$ cat src/rtl/ivt_pkg.sv
package ivt_pkg;

  typedef enum logic [1:0] {
    RK_NONE  = 2'd0,
    RK_TABLE = 2'd1,
    RK_PEND  = 2'd2,
    RK_BAD   = 2'd3
  } rd_kind_e;

  // First byte of the pending region: table bytes rounded up to 4 KiB.
  function automatic int unsigned pend_base(input int unsigned n);
    return ((n * 16 + 4095) / 4096) * 4096;
  endfunction

  // Pending region length in bytes: one 64-bit word per 64 descriptors.
  function automatic int unsigned pend_bytes(input int unsigned n);
    return ((n - 1) / 64 + 1) * 8;
  endfunction

endpackage

$ cat src/rtl/ivt_decode.sv
module ivt_decode
  import ivt_pkg::*;
#(
  parameter int unsigned ENTRIES = 16,
  parameter int unsigned OFF_W   = 14,
  localparam int unsigned IDX_W  = $clog2(ENTRIES),
  localparam int unsigned PB     = pend_base(ENTRIES),
  localparam int unsigned PS     = pend_bytes(ENTRIES)
) (
  input  logic [OFF_W-1:0] offset,
  input  logic [3:0]       bytes,
  output logic             hit_table,
  output logic             hit_pend,
  output logic             wide,
  output logic [IDX_W-1:0] idx,
  output logic [1:0]       word
);
  logic             size_ok;
  logic             aligned;
  logic [OFF_W-5:0] ent;

  assign size_ok   = (bytes == 4'd4) || (bytes == 4'd8);
  assign aligned   = bytes[3] ? (offset[2:0] == 3'b000) : (offset[1:0] == 2'b00);
  assign ent       = offset[OFF_W-1:4];
  assign hit_table = size_ok && aligned && (32'(ent) < ENTRIES);
  assign hit_pend  = size_ok && aligned && !hit_table &&
                     (32'(offset) >= PB) && (32'(offset) < PB + PS);
  assign wide      = bytes[3];
  assign idx       = ent[IDX_W-1:0];
  assign word      = offset[3:2];
endmodule

$ cat src/rtl/ivt_store.sv
module ivt_store #(
  parameter int unsigned ENTRIES = 16,
  localparam int unsigned IDX_W  = $clog2(ENTRIES)
) (
  input  logic               clk,
  input  logic               rst,
  input  logic               wr_en,
  input  logic               rd_en,
  input  logic [IDX_W-1:0]   idx,
  input  logic [1:0]         word,
  input  logic               wide,
  input  logic [63:0]        wdata,
  output logic [31:0]        q_alo,
  output logic [31:0]        q_ahi,
  output logic [31:0]        q_dat,
  output logic [31:0]        q_vc,
  output logic [ENTRIES*8-1:0] dest_flat,
  output logic [ENTRIES*8-1:0] vec_flat,
  output logic [ENTRIES-1:0]   mask_flat
);
  // Address and data words: plain arrays, no reset, block-RAM friendly.
  logic [31:0] mem_alo [ENTRIES];
  logic [31:0] mem_ahi [ENTRIES];
  logic [31:0] mem_dat [ENTRIES];
  logic [31:0] vc_arr  [ENTRIES];

  logic        we_alo, we_ahi, we_dat, we_vc;
  logic [31:0] hi_wd;

  assign we_alo = (word == 2'd0);
  assign we_ahi = wide ? (word == 2'd0) : (word == 2'd1);
  assign we_dat = (word == 2'd2);
  assign we_vc  = wide ? (word == 2'd2) : (word == 2'd3);
  assign hi_wd  = wide ? wdata[63:32] : wdata[31:0];

  always_ff @(posedge clk) begin
    if (wr_en && we_alo) mem_alo[idx] <= wdata[31:0];
    if (wr_en && we_ahi) mem_ahi[idx] <= hi_wd;
    if (wr_en && we_dat) mem_dat[idx] <= wdata[31:0];
    if (rd_en) begin
      q_alo <= mem_alo[idx];
      q_ahi <= mem_ahi[idx];
      q_dat <= mem_dat[idx];
      q_vc  <= vc_arr[idx];
    end
  end

  // Control word and the delivery fields live in flops so reset applies.
  for (genvar e = 0; e < ENTRIES; e++) begin : g_ent
    logic [31:0] vc_r;
    logic [7:0]  dest_r;
    logic [7:0]  vec_r;
    always_ff @(posedge clk) begin
      if (rst) begin
        vc_r   <= 32'd1;
        dest_r <= 8'd0;
        vec_r  <= 8'd0;
      end else if (wr_en && idx == IDX_W'(e)) begin
        if (we_vc)  vc_r   <= hi_wd;
        if (we_alo) dest_r <= wdata[19:12];
        if (we_dat) vec_r  <= wdata[7:0];
      end
    end
    assign vc_arr[e]          = vc_r;
    assign mask_flat[e]       = vc_r[0];
    assign dest_flat[e*8 +: 8] = dest_r;
    assign vec_flat[e*8 +: 8]  = vec_r;
  end
endmodule

$ cat src/rtl/ivt_deliver.sv
module ivt_deliver #(
  parameter int unsigned ENTRIES = 16,
  localparam int unsigned IDX_W  = $clog2(ENTRIES),
  localparam int unsigned IRQ_W  = IDX_W + 1
) (
  input  logic                 clk,
  input  logic                 rst,
  input  logic                 req,
  input  logic [IRQ_W-1:0]     index,
  input  logic                 en,
  input  logic                 legacy,
  input  logic                 fmask,
  input  logic [ENTRIES*8-1:0] dest_flat,
  input  logic [ENTRIES*8-1:0] vec_flat,
  input  logic [ENTRIES-1:0]   mask_flat,
  output logic                 msg_valid,
  output logic [7:0]           msg_dest,
  output logic [7:0]           msg_vector
);
  logic [IDX_W-1:0] sel;
  logic             in_range;
  logic             permit;

  assign sel      = index[IDX_W-1:0];
  assign in_range = 32'(index) < ENTRIES;
  assign permit   = req && en && !legacy && !fmask && in_range && !mask_flat[sel];

  always_ff @(posedge clk) begin
    if (rst) begin
      msg_valid  <= 1'b0;
      msg_dest   <= 8'd0;
      msg_vector <= 8'd0;
    end else begin
      msg_valid <= permit;
      if (permit) begin
        msg_dest   <= dest_flat[sel*8 +: 8];
        msg_vector <= vec_flat[sel*8 +: 8];
      end
    end
  end
endmodule

$ cat src/rtl/irq_vector_table.sv
module irq_vector_table
  import ivt_pkg::*;
#(
  parameter int unsigned ENTRIES = 16,
  localparam int unsigned OFF_W  = $clog2(pend_base(ENTRIES) + pend_bytes(ENTRIES)) + 1,
  localparam int unsigned IDX_W  = $clog2(ENTRIES),
  localparam int unsigned IRQ_W  = IDX_W + 1
) (
  input  logic             clk,
  input  logic             rst,
  input  logic             acc_valid,
  input  logic             acc_write,
  input  logic [3:0]       acc_bytes,
  input  logic [OFF_W-1:0] acc_offset,
  input  logic [63:0]      acc_wdata,
  output logic             rd_valid,
  output logic [63:0]      rd_data,
  input  logic             cfg_enable,
  input  logic             cfg_legacy_en,
  input  logic             cfg_func_mask,
  input  logic             irq_req,
  input  logic [IRQ_W-1:0] irq_index,
  output logic             msg_valid,
  output logic [7:0]       msg_dest,
  output logic [7:0]       msg_vector
);
  logic             hit_table, hit_pend, wide;
  logic [IDX_W-1:0] idx;
  logic [1:0]       word;

  ivt_decode #(.ENTRIES(ENTRIES), .OFF_W(OFF_W)) u_dec (
    .offset(acc_offset), .bytes(acc_bytes), .hit_table(hit_table),
    .hit_pend(hit_pend), .wide(wide), .idx(idx), .word(word)
  );

  logic [31:0]          q_alo, q_ahi, q_dat, q_vc;
  logic [ENTRIES*8-1:0] dest_flat, vec_flat;
  logic [ENTRIES-1:0]   mask_flat;

  ivt_store #(.ENTRIES(ENTRIES)) u_store (
    .clk(clk), .rst(rst),
    .wr_en(acc_valid && acc_write && hit_table),
    .rd_en(acc_valid && !acc_write && hit_table),
    .idx(idx), .word(word), .wide(wide), .wdata(acc_wdata),
    .q_alo(q_alo), .q_ahi(q_ahi), .q_dat(q_dat), .q_vc(q_vc),
    .dest_flat(dest_flat), .vec_flat(vec_flat), .mask_flat(mask_flat)
  );

  ivt_deliver #(.ENTRIES(ENTRIES)) u_dlv (
    .clk(clk), .rst(rst), .req(irq_req), .index(irq_index),
    .en(cfg_enable), .legacy(cfg_legacy_en), .fmask(cfg_func_mask),
    .dest_flat(dest_flat), .vec_flat(vec_flat), .mask_flat(mask_flat),
    .msg_valid(msg_valid), .msg_dest(msg_dest), .msg_vector(msg_vector)
  );

  // Read response bookkeeping, one cycle behind the access.
  rd_kind_e   kind_q;
  logic [1:0] word_q;
  logic       wide_q;

  always_ff @(posedge clk) begin
    if (rst) begin
      rd_valid <= 1'b0;
      kind_q   <= RK_NONE;
      word_q   <= 2'd0;
      wide_q   <= 1'b0;
    end else begin
      rd_valid <= acc_valid && !acc_write;
      word_q   <= word;
      wide_q   <= wide;
      if (acc_valid && !acc_write)
        kind_q <= hit_table ? RK_TABLE : (hit_pend ? RK_PEND : RK_BAD);
      else
        kind_q <= RK_NONE;
    end
  end

  logic [31:0] sel32;
  always_comb begin
    case (word_q)
      2'd0:    sel32 = q_alo;
      2'd1:    sel32 = q_ahi;
      2'd2:    sel32 = q_dat;
      default: sel32 = q_vc;
    endcase
  end

  always_comb begin
    case (kind_q)
      RK_TABLE: rd_data = wide_q ? (word_q[1] ? {q_vc, q_dat} : {q_ahi, q_alo})
                                 : {32'h0, sel32};
      RK_PEND:  rd_data = 64'h0;
      default:  rd_data = '1;
    endcase
  end
endmodule

$ cat config.mk
export PLATFORM = sky130hd
export DESIGN_NAME = irq_vector_table
export DESIGN_NICKNAME = d
export VERILOG_FILES = /design/src/rtl/ivt_pkg.sv /design/src/rtl/ivt_decode.sv /design/src/rtl/ivt_store.sv /design/src/rtl/ivt_deliver.sv /design/src/rtl/irq_vector_table.sv
export SDC_FILE = /design/constraint.sdc
export NUM_CORES = 2
export LEC_CHECK = 0
export BUFFER_PORTS_ARGS = -buffer_cell sky130_fd_sc_hd__buf_2
export CORE_UTILIZATION = 60
export DETAILED_ROUTE_END_ITERATION = 10
export PLACE_DENSITY_LB_ADDON = 0.2
export SYNTH_ARGS = -nofsm -noshare
export SYNTH_HDL_FRONTEND = slang
export SYNTH_SLANG_ARGS = --single-unit
$ cat constraint.sdc
create_clock -name clk -period 16.22 [get_ports clk]
set_input_delay 3.244 -clock clk [delete_from_list [all_inputs] [get_ports clk]]
set_output_delay 3.244 -clock clk [all_outputs]
set_load 0.02 [all_outputs]
# Yosys cells after proc, flatten, opt, wreduce, memory -nomap -nowiden
# Memories as Yosys holds them, arrays and structs flattened. A register that Yosys moved wholly into a read port is not among the register bits.
# Cells that the tools add are included.
# totals
register_bits	823
latch_bits	0
ram_bits	1536
mem_bits_ro	0
out_inout_bits	82
n_memories	3
# memory_table
name	depth	word_bits	read_ports	rd_clocked_by_memory_dff	wr	line	text
u_store.mem_ahi	16	32	1	1	1	ivt_store.sv:23	logic [31:0] mem_ahi [ENTRIES];
u_store.mem_alo	16	32	1	1	1	ivt_store.sv:22	logic [31:0] mem_alo [ENTRIES];
u_store.mem_dat	16	32	1	1	1	ivt_store.sv:24	logic [31:0] mem_dat [ENTRIES];
# op_classes
add_sub_neg	0
mul	0
div_mod_pow	0
n_lt_le_gt_ge	6
n_eq_ne	24
shift	2
muxes	21
bitwise_logic	2
reduce_logical	94
# op_table
cell	count
variable part select 128 x 8 -> 8 bit	2
binary-select mux 32 bit (select 4 bit)	1
2-to-1 mux 64 bit	2
one-hot mux 64 bit (2 select lines)	1
2-to-1 mux 32 bit	3
one-hot mux 32 bit (3 select lines)	1
AND reduction 2 bit	48
equality test 4 bit (second input constant)	9
logical AND 1 bit	33
equality test 4 x 3 -> 1 bit (second input constant)	5
>= comparator 14 x 13 -> 1 bit (second input constant)	1
< comparator 14 x 13 -> 1 bit (second input constant)	1
2-to-1 mux 1 bit	12
< comparator 10 x 5 -> 1 bit (second input constant)	1
equality test 2 bit (second input constant)	4
equality test 4 x 2 -> 1 bit (second input constant)	2
equality test 2 x 1 -> 1 bit (second input constant)	3
zero test 2 bit	3
>= comparator 5 bit (second input constant)	1
zero test 1 bit	5
< comparator 4 x 5 -> 1 bit (second input constant)	1
< comparator 5 bit (second input constant)	1
NOT 4 -> 5 bit	1
binary-select mux 1 bit (select 4 bit)	1
7 further kinds	7

# Logic depth before layout (Yosys ltp)
# logic_depth
depth_word	10
ltp_mapped	9
mapped_depth_nobuf	5

# Hierarchy
# From an unflattened synthesis, not the netlist that was laid out.
# hier_totals
cells_unflattened	6490
hier_area_um2	101041.9
# modules_own_cells
module	n_inst	cells_per_inst	area_per_inst_um2
ivt_store	1	6087	96860.4
ivt_deliver	1	212	2647.5
irq_vector_table	1	173	1410.1
ivt_decode	1	18	123.9

# Worst setup path before layout
# No wires, ideal clock.
# synth_path
path_type	input-to-reg
start	input acc_offset[0]
end	register u_store.q_ahi[0] (read register of u_store.mem_ahi) (enable)
setup_ns	0.503
arrival_ns	7.302
required_ns	15.717
setup_slack_ns	8.415
cell_stages	6
path_cell_list	nor3_1 -> and3_1 -> clkbuf_1 -> nand2_1 -> nor2_1 -> and3b_1
# synth_between
elab_chain_cells	5
word_cells_on_any_way	6
# synth_rtl
element	line	text
start: declaration	irq_vector_table.sv:14	input logic [OFF_W-1:0] acc_offset,
zero test 3 bit or zero test 2 bit (tied branches)	ivt_decode.sv:23	assign aligned = bytes[3] ? (offset[2:0] == 3'b000) : (offset[1:0] == 2'b00);
2-to-1 mux 1 bit *	ivt_decode.sv:23	
logical AND 1 bit * (2 in a row)	ivt_decode.sv:25	assign hit_table = size_ok && aligned && (32'(ent) < ENTRIES);
logical AND 1 bit *	irq_vector_table.sv:43	.rd_en(acc_valid && !acc_write && hit_table),
named net u_store.rd_en	ivt_store.sv:8	input logic rd_en,
end: declaration	ivt_store.sv:14	output logic [31:0] q_ahi,
# Mark *: on every way through the listed nets, which the timed path passes. The rest lies on a longest branch.
# A chain may end at the register's enable or synchronous reset.

# Worst setup path in the final report
# layout_path
start	register kind_q[0]
end	output rd_data[32]
# layout_between
elab_chain_cells	2
word_cells_on_any_way	3
# layout_rtl
element	line	text
start: declaration	irq_vector_table.sv:57	rd_kind_e kind_q;
start signal: assignment	irq_vector_table.sv:72	kind_q <= hit_table ? RK_TABLE : (hit_pend ? RK_PEND : RK_BAD);
equality test 2 bit or equality test 2 x 1 -> 1 bit (tied branches)	irq_vector_table.sv:89	case (kind_q)
one-hot mux 64 bit (2 select lines) *	irq_vector_table.sv:89	
end: declaration	irq_vector_table.sv:17	output logic [63:0] rd_data,
# Every way passes the cells marked *; elsewhere a longest branch is shown, timed or not.

==> results by group <==
Outcome
  • Status: finished, final reports clean

Placement
  • Placed Cells: 7649
  • Gp weighted congestion: about 0.82
  • Port bufs: between 150 and 200
  • Final HPWL DP: 144000 µm
  • Setup WS pre-CTS: 8.15 ns

Setup path
  • Crit path max-delay family: simple AND/OR/NAND/NOR gates
  • Slowest stage delay, CP: roughly 0.95 ns
  • Element type at the critical path end: output pin
  • Setup CP Type: flip-flop to output pin
  • Worst Path Required: between 10 and 15 ns
  • Type of origin of the critical path: flip-flop
  • Data arrival, critical path: 4.07 ns
  • Buffers & Inverters on Critical Path: 3
  • Crit Path Max Fanout: 33
  • Worst path slowest cell: nand2_1
  • Crit path cell chain: nor2b_4 -> buf_4 -> inv_1 -> nand2_1 -> o21ai_0 -> buf_2

Die
  • Vert. Die Dim: a little over 400 µm
  • Die X: 403 µm
  • Starting Density: between 60 and 70%
  • Standard-cell rows: 146
  • IO Pins: about 180
  • Core Region: roughly 160000 µm²
  • Die area: 163000 µm²

Layout
  • Non-Filler Instances: about 8100
  • Synthesis-to-finish area growth: 11.5%
  • FILL cells: ~10000
  • Layout cells sized above 1: roughly 26%
  • Fin nets: approximately 6000
  • Final design utilization: about 68%

Global routing
  • Vias in the first global route: 53654
  • Met3 usage: ~7.6%
  • Pin count of the biggest net entering global routing: 182
  • Initial antenna violation count: 33
  • GRT Util Overall: roughly a third
  • Busiest layer in global routing: met2
  • GR Overflow Total: 0
  • Routing usage on met1: about 45%
  • GR met2 Demand/Resource: 51.5%
  • First-pass GRT wire length: around 380000 µm

Yosys
  • Synth cell types: between 40 and 50
  • Cell Area, Synth: 96600 µm²
  • Post-Syn Nets: about 5700
  • Syn avg cell area: 17.1 µm²
  • Share of the yosys chip area belonging to registers: between 60% and 70%
  • Cell count after synthesis: approximately 5600
  • Cell taking the most area after synthesis: edfxtp_1
  • Synthesis Warnings: 0
  • Most used DFF post-synth: edfxtp_1
  • Number of flops mapped to enable cells by yosys: 1664
  • Synth area leaders: edfxtp_1, mux4_2, dfxtp_1, a211oi_1, mux2i_1
  • Async set-reset flop share out of synthesis: 0%
  • Post-synthesis register bit count: approximately 2500
  • Area share of the largest cell type after synthesis: 51.7%

Detailed routing
  • Routed via count: 54378
  • DRC Markers: 0
  • Vias per cell: ~6.7
  • Post-route ant nets: 0
  • Drt pass-1 iters: 9
  • Final WL: about 260000 µm
  • Detailed Route Iter0 Violations: 7275
  • WL/cell: between 30 and 40 µm

Clock network
  • Worst-Skew Late Latency: 0.89 ns
  • Max Buffers Root-to-Sink: 3
  • Clock-pin slew on the worst setup and hold paths: 0.06 ns
  • Num CTS Buffers: approximately 230
  • Hold-fix buffers, CTS: 0
  • Htree depth: 4
  • CTS tree: built
  • Setup Buffers After CTS: 0
  • Post-CTS Resized: 0
  • Clock sink count: about 2500
  • CTS Root Cell: clkbuf_16

Timing
  • Tcrit/Tclk final: between 40 and 50%
  • Setup TNS Final: 0 ns
  • Slew headroom: 12.5%
  • RSZ-0062 raised after global routing: false
  • Slew Limit Fails: 0
  • Final WS setup: 8.91 ns
  • Max Clk Rate: between 100 and 150 MHz
  • Actual slew at the worst max-slew pin: roughly 1.3 ns
  • Final min period: between 7 and 8 ns
  • Setup-failing EPs final: 0
  • Fin. Hold Viols: 0
  • Clock Skew: between 0.04 and 0.05 ns

Pwr
  • Max IR drop VDD: roughly 0.12 mV
  • Pleak: between 30 and 40 nW
  • Power per cell area: approximately 120 nW/µm²

Min path
  • Hold Path Class: flip-flop to flip-flop

Flow run
  • Maxcap violations: 0
## where the power goes
part / internal, mW / switching [mW]
Sequential: 6.69 / 0.00205
Clock: 2.97 / 2.36
Combinational: 0.201 / 0.397
## cells in the final DEF (no fill, tap or decap), types with 29 or more instances in the layout
master	synthesis	routed
edfxtp_1	1664	1664
nor2_1	856	825
dfxtp_1	791	790
mux4_2	739	739
a211oi_1	496	496
mux2i_1	329	301
clkbuf_16	0	236
buf_2	68	168
buf_4	5	158
clkbuf_1	359	63
o21ai_0	48	48
inv_1	37	36
clkinv_1	0	32
nor2_4	0	31
clkinv_2	0	29
## flip-flops by register name (all words and copies together) (netlist names)
register              cells
u_store.mem_alo         512
u_store.q_alo            32
u_store.mem_ahi         512
u_store.q_ahi            32
u_store.g_ent.vc_r      512
u_store.g_ent.vec_r     128
u_store.q_dat            32
u_store.g_ent.dest_r    128
wide_q                    1
u_dlv.msg_valid           1
kind_q                    2
rd_valid                  1
u_dlv.msg_vector          8
u_store.mem_dat         512
word_q                    2
u_dlv.msg_dest            8
u_store.q_vc             32
## synthesized netlist by cell type, types with 15 or more instances
master	instances
a211oi_1	496
a21oi_1	16
a221oi_1	16
a22o_1	16
buf_1	48
buf_2	68
clkbuf_1	359
dfxtp_1	791
edfxtp_1	1664
inv_1	37
mux2i_1	329
mux4_2	739
nand2_1	15
nor2_1	856
nor2b_1	19
nor3_2	22
nor4_1	15
o21ai_0	48
or3_1	18
## per-stage QoR
step                power (mW)  hold slack [ns]  area, µm²
floorplan                 7.18            0.455      96600
global placement          7.40            0.464     100000
detailed placement        7.41            0.464     100000
CTS                       12.7            0.472     108000
global route              12.9            0.494     108000
finish                    12.6            0.472     108000
## routing by layer
layer	share of wire, %	vias up
li1	-	22491
met1	38	28081
met2	47	3260
met4	4.0	22
met3	11	524
met5	0.052	-
## worst reg2reg max path, delay by kind of cell, from the launching register on
family	cells	cell delay, ns
simple gates	1	0.22
flops	1	0.33
mux	1	0.51
compound gates	3	1.11
## final timing paths
kind                              start                   to  slack, ns  cells past startpoint
max                           kind_q[0]          rd_data[32]       8.91                      6
min                 u_dlv.msg_vector[2]  u_dlv.msg_vector[2]       0.47                      2
max reg2reg  u_store.g_ent[13].vec_r[6]  u_dlv.msg_vector[6]      13.90                      5
min reg2reg         u_dlv.msg_vector[2]  u_dlv.msg_vector[2]       0.47                      2
## kinds of logic after synthesis
kind of cell	after synthesis	synth area share, %
AOI/OAI and AO/OA	607	4.62
xor gates and xnor gates	2	0.0259
buffers and inverters	517	2.12
DFF	2455	68.1
muxes	1069	20.6
and+or+nand+nor	998	4.47
## area by class of cell
class / count / area [µm²] / share of cell area (%)
timing repair buffer: 335 / 2180 / 2.02
antenna: 10 / 25.0 / 0.0232
inverter: 37 / 139 / 0.129
clock buffer: 330 / 6530 / 6.07
multi-input combinational: 2676 / 29300 / 27.2
tap: 2146 / 2690 / 2.49
clock inverter: 93 / 1020 / 0.946
sequential: 2455 / 65800 / 61.1
(Power assumes the default switching activity.)
